File: src/rtl/gain_pin_pkg.sv
package gain_pin_pkg;
  // strobes from control to datapath
  typedef struct packed {
    logic pinLoad;  // load gain from the bus
    logic regLoad;  // load gain from the register port
  } gainStrobes_t;
endpackage

File: src/rtl/gain_pin_ctrl.sv
module gain_pin_ctrl
  import gain_pin_pkg::*;
#(
  parameter int GAIN_W      = 5,
  parameter int BUS_W       = 6,
  parameter int HOLD_CYCLES = 3
) (
  input  logic             clk,
  input  logic             rst_n,
  input  logic             gainQual,
  input  logic             syncLvl,
  input  logic [BUS_W-1:0] txBus,
  input  logic             regWrEn,
  output gainStrobes_t     strobes
);
  localparam int CW = $clog2(HOLD_CYCLES + 1);
  localparam logic [CW-1:0] HOLD_C  = CW'(HOLD_CYCLES);
  localparam logic [CW-1:0] HOLD_M1 = CW'(HOLD_CYCLES - 1);

  logic [CW-1:0]     runLen, runNext;
  logic [GAIN_W-1:0] lastData, busGain;
  logic              qualNow, sameData;

  assign busGain  = txBus[BUS_W-1 -: GAIN_W];
  assign qualNow  = gainQual && !syncLvl;
  assign sameData = (runLen != '0) && (busGain == lastData);

  always_comb begin
    if (!qualNow)          runNext = '0;
    else if (!sameData)    runNext = CW'(1);
    else if (runLen == HOLD_C) runNext = HOLD_C;
    else                   runNext = runLen + CW'(1);
  end

  // one pin write per window: only on the transition into the full count
  always_comb begin
    strobes.regLoad = regWrEn;
    strobes.pinLoad = qualNow && (runNext == HOLD_C) && (runLen == HOLD_M1);
  end

  always_ff @(posedge clk) begin
    if (!rst_n) begin
      runLen   <= '0;
      lastData <= '0;
    end else begin
      runLen   <= runNext;
      lastData <= busGain;
    end
  end
endmodule

File: src/rtl/gain_pin_dpath.sv
module gain_pin_dpath
  import gain_pin_pkg::*;
#(
  parameter int GAIN_W      = 5,
  parameter int BUS_W       = 6,
  parameter int APPLY_DELAY = 7
) (
  input  logic              clk,
  input  logic              rst_n,
  input  gainStrobes_t      strobes,
  input  logic              gainQual,
  input  logic [BUS_W-1:0]  txBus,
  input  logic [GAIN_W-1:0] regWrData,
  output logic [GAIN_W-1:0] gainVal,
  output logic              gainUpd,
  output logic              gainApplied,
  output logic [BUS_W-1:0]  txData,
  output logic              txDataValid
);
  logic [APPLY_DELAY-1:0] applyPipe;

  always_ff @(posedge clk) begin
    if (!rst_n) begin
      gainVal <= '0;
      gainUpd <= 1'b0;
    end else begin
      gainUpd <= strobes.regLoad || strobes.pinLoad;
      if (strobes.regLoad)      gainVal <= regWrData;
      else if (strobes.pinLoad) gainVal <= txBus[BUS_W-1 -: GAIN_W];
    end
  end

  generate
    if (APPLY_DELAY == 1) begin : g_short
      always_ff @(posedge clk) begin
        if (!rst_n) applyPipe <= '0;
        else        applyPipe <= gainUpd;
      end
    end else begin : g_long
      always_ff @(posedge clk) begin
        if (!rst_n) applyPipe <= '0;
        else        applyPipe <= {applyPipe[APPLY_DELAY-2:0], gainUpd};
      end
    end
  endgenerate
  assign gainApplied = applyPipe[APPLY_DELAY-1];

  always_ff @(posedge clk) begin
    if (!rst_n) begin
      txData      <= '0;
      txDataValid <= 1'b0;
    end else begin
      txDataValid <= !gainQual;
      if (!gainQual) txData <= txBus;
    end
  end
endmodule

File: src/rtl/gain_pin_loader.sv
module gain_pin_loader
  import gain_pin_pkg::*;
#(
  parameter int GAIN_W      = 5,
  parameter int BUS_W       = 6,
  parameter int HOLD_CYCLES = 3,
  parameter int APPLY_DELAY = 7
) (
  input  logic              clk,
  input  logic              rst_n,
  input  logic              gainQual,
  input  logic              syncLvl,
  input  logic [BUS_W-1:0]  txBus,
  input  logic              regWrEn,
  input  logic [GAIN_W-1:0] regWrData,
  output logic [GAIN_W-1:0] gainVal,
  output logic              gainUpd,
  output logic              gainApplied,
  output logic [BUS_W-1:0]  txData,
  output logic              txDataValid
);
  gainStrobes_t strobes;

  gain_pin_ctrl #(.GAIN_W(GAIN_W), .BUS_W(BUS_W), .HOLD_CYCLES(HOLD_CYCLES)) ctrl_i (
    .clk(clk), .rst_n(rst_n), .gainQual(gainQual), .syncLvl(syncLvl),
    .txBus(txBus), .regWrEn(regWrEn), .strobes(strobes)
  );

  gain_pin_dpath #(.GAIN_W(GAIN_W), .BUS_W(BUS_W), .APPLY_DELAY(APPLY_DELAY)) dpath_i (
    .clk(clk), .rst_n(rst_n), .strobes(strobes), .gainQual(gainQual),
    .txBus(txBus), .regWrData(regWrData), .gainVal(gainVal), .gainUpd(gainUpd),
    .gainApplied(gainApplied), .txData(txData), .txDataValid(txDataValid)
  );
endmodule

File: config.mk
export PLATFORM = sky130hd
export DESIGN_NAME = gain_pin_loader
export DESIGN_NICKNAME = d
export VERILOG_FILES = /design/src/rtl/gain_pin_pkg.sv /design/src/rtl/gain_pin_ctrl.sv /design/src/rtl/gain_pin_dpath.sv /design/src/rtl/gain_pin_loader.sv
export SDC_FILE = /design/constraint.sdc
export NUM_CORES = 1
export LEC_CHECK = 0
export ABC_CLOCK_PERIOD_IN_PS = 2400
export BUFFER_PORTS_ARGS = -buffer_cell sky130_fd_sc_hd__buf_2
export CAP_MARGIN = 20
export CORE_MARGIN = 4
export CORE_UTILIZATION = 53
export DETAILED_ROUTE_END_ITERATION = 10
export GPL_TIMING_DRIVEN = 0
export MAX_ROUTING_LAYER = met4
export PLACE_DENSITY = 0.78
export SLEW_MARGIN = 25
export SYNTH_ARGS = -nofsm -noshare
export SYNTH_HDL_FRONTEND = slang
export SYNTH_SLANG_ARGS = --single-unit
File: constraint.sdc
create_clock -name clk -period 2.4 [get_ports clk]
set_clock_uncertainty 0.15 [all_clocks]
set_input_delay 0.24 -clock clk [delete_from_list [all_inputs] [get_ports clk]]
set_output_delay 0.24 -clock clk [all_outputs]
set_load 0.005 [all_outputs]
==> flow_summary_export.csv <==
group,metric,value,unit
run_status,run_status,"finished clean",
cells_and_area,final_layout_size_suffix_gt1_frac,0.2891,
clocking,ctsResizeCount,0,
yosys,ys_ff_latch,27,
drt,wl_per_cell,12.97,um
grt,grt_pass1_wl,3305,um
sta,fin_crit_sh,0.7631,
yosys,ys_types,26,
power_and_ir_drop,p_leak,0.5304,nW
drt,vias_per_cell,5.209,
worst_setup_path,cp.arrival,1900,ps
clocking,cts_sinks,27,
clocking,clk_latency,310,ps
sta,finalCriticalPeriod,1831,ps
floorplan,die-area,2709,um2
worst_setup_path,setup.worst_path.start_class,"primary input",
placed_design,port-buffer-count,27,
yosys,ys_seq_area_frac,0.5255,
cells_and_area,syn2layout_area_growth,19.71,%
worst_setup_path,cp_max_fo,9,
cells_and_area,finalNonFillerCells,153,
power_and_ir_drop,powerDensity,615.5,nW/um2
grt,grt_pass1_vias,766,
clocking,root_buffer,"clkbuf_4",
worst_setup_path,regToRegSetupSlack,730,ps
worst_setup_path,required,2460,ps
placed_design,dp_cells,148,
yosys,synth_cells,96,
worst_setup_path,crit_chain,"dlygate4sd3_1, buf_6, and4bb_4, nand2_1, or2_1, a32o_1",
worst_setup_path,slowest_delay,550,ps
cells_and_area,finish.utilization,0.6905,
clocking,cts.clk_slew.worst_paths,140,ps
yosys,netlist_area,1028,um2
flow_run,maxCapViolCount,0,
sta,fmax,546.0,MHz
sta,setup_viol,0,
yosys,synth_fp_nets,112,
grt,grt_use_total,0.1722,
drt,ant_nets,0,
yosys,ys_warn_count,0,
power_and_ir_drop,total_power,0.7577,mW
sta,tightest_slew,392.5,ps
sta,maxSlewHeadroom,0.7383,
worst_hold_path,holdCritPathClass,"primary input to flip-flop",
floorplan,die_x,52.05,um
worst_setup_path,critical_path_class,"primary input to flip-flop",
floorplan,io_pins,30,
sta,setup_slack,568.6,ps
floorplan,die_h,52.05,um
sta,rsz0062_at_grt,"no",
placed_design,pre_cts_ws,667.7,ps
sta,holdWs,25.88,ps
worst_setup_path,slowest_stage,"dlygate4sd3_1",
cells_and_area,fin_nets,145,
clocking,htreeDepth,1,
clocking,cts_hold_buffers,1,
grt,grt_max_degree,15,
floorplan,fp.coreArea,1783,um2
placed_design,hpwl,1498,um
clocking,cts_tree,"done",
sta,fin_setup_tns,0,ps
grt,grt-ovfl-total,0,
grt,antenna_found_initial,0,
cells_and_area,antenna_cells,0,
floorplan,initial_core_util,0.5768,
worst_setup_path,end_kind,"flip-flop",
yosys,syn_area_per_cell,10.71,um2
power_and_ir_drop,vdd_drop_max,0.3968,mV
floorplan,rows,15,
placed_design,placed_cell_area,1195,um2
cells_and_area,fin_area,1231,um2
drt,vias,797,
sta,slew_viol_final,0,
placed_design,place.gp.congestion,0.7309,
clocking,clock_path_buffers,2,
sta,hold_violations,0,
clocking,cts_buffers,3,
cells_and_area,layout_common_cells,"dfxtp_1 (27), buf_2 (27), and2_1 (11)",
drt,drtPass1Iterations,4,
drt,drcViolationCount,0,
clocking,postCtsSetupBuffers,0,
drt,drt-initial-drc-count,5,
drt,wl,1984,um
-- kinds of logic after synthesis --
group | share of synthesized area
AO/OA/AOI/OAI | 0.1180
XOR/XNOR | 0.05109
buffers and inverters | 0.02920
flip-flops | 0.5255
multiplexers | 0.05840
AND/OR/NAND/NOR | 0.2178
-- power breakdown --
group	internal, mW	switching (mW)
Sequential	0.468	0.00942
Combinational	0.0479	0.0460
Clock	0.0649	0.121
Total	0.581	0.177
-- worst max-delay path, delay by kind of cell --
family / cells / cell delay (ps)
AOI/OAI and AO/OA: 1 / 260
buffers and inverters: 2 / 700
and+or+nand+nor: 3 / 690
-- final cells by class --
type / instances / area (um2)
repair buffers: 28 / 145.1
flip-flops and latches: 27 / 540.5
plain buffers: 4 / 22.52
clock buffers: 4 / 26.28
multi-input cells: 63 / 457.9
inverters: 2 / 7.507
fillers: 139 / 551.8
well taps: 25 / 31.28
-- Yosys cell counts --
cell,count,share of area
a21boi_0,1,0.0073
a31oi_1,1,0.0061
a32o_1,2,0.019
and2_1,11,0.067
and2_2,1,0.0073
and4bb_4,1,0.016
buf_6,1,0.011
clkbuf_1,3,0.011
dfxtp_1,27,0.53
inv_1,2,0.0073
mux2i_1,6,0.058
nand2_1,3,0.011
nand3_1,6,0.029
nand3b_1,1,0.0073
nand4_2,1,0.012
nor2_1,2,0.0073
nor2b_1,8,0.049
nor4_1,1,0.0061
o21a_1,3,0.022
o21ai_0,3,0.015
o221a_2,3,0.033
o31ai_1,1,0.0073
o41ai_1,1,0.0085
or2_1,1,0.0061
xnor2_1,5,0.043
xor2_1,1,0.0085
-- path summary, 6_finish.rpt --
check / depth (start not counted) / start / endpoint
worst max-delay path: 6 / gainQual / dpath_i.gainVal[0]$_SDFFE_PN0P_
worst min-delay path: 3 / txBus[0] / dpath_i.txData[0]$_SDFFE_PN0N_
worst max register to register: 4 / ctrl_i.lastData[2]$_SDFF_PN0_ / dpath_i.gainVal[0]$_SDFFE_PN0P_
worst min register to register: 1 / dpath_i.applyPipe[0]$_SDFF_PN0_ / dpath_i.applyPipe[1]$_SDFF_PN0_
-- sequential cells by signal (all words and copies together), names as in the netlist --
| signal | count |
|---|---|
| ctrl_i.runLen | 2 |
| dpath_i.applyPipe | 7 |
| dpath_i.txData | 6 |
| ctrl_i.lastData | 5 |
| dpath_i.txDataValid | 1 |
| dpath_i.gainUpd | 1 |
| dpath_i.gainVal | 5 |
-- per-layer routing --
layer / vias up / track usage / share of wire
li1: 397 / - / -
met1: 363 / 0.2025 / 0.47
met2: 31 / 0.2762 / 0.45
met3: 6 / 0.02865 / 0.065
met5: - / - / 0
met4: 0 / 0.1004 / 0.021
Power figures use the tool's default switching activity.
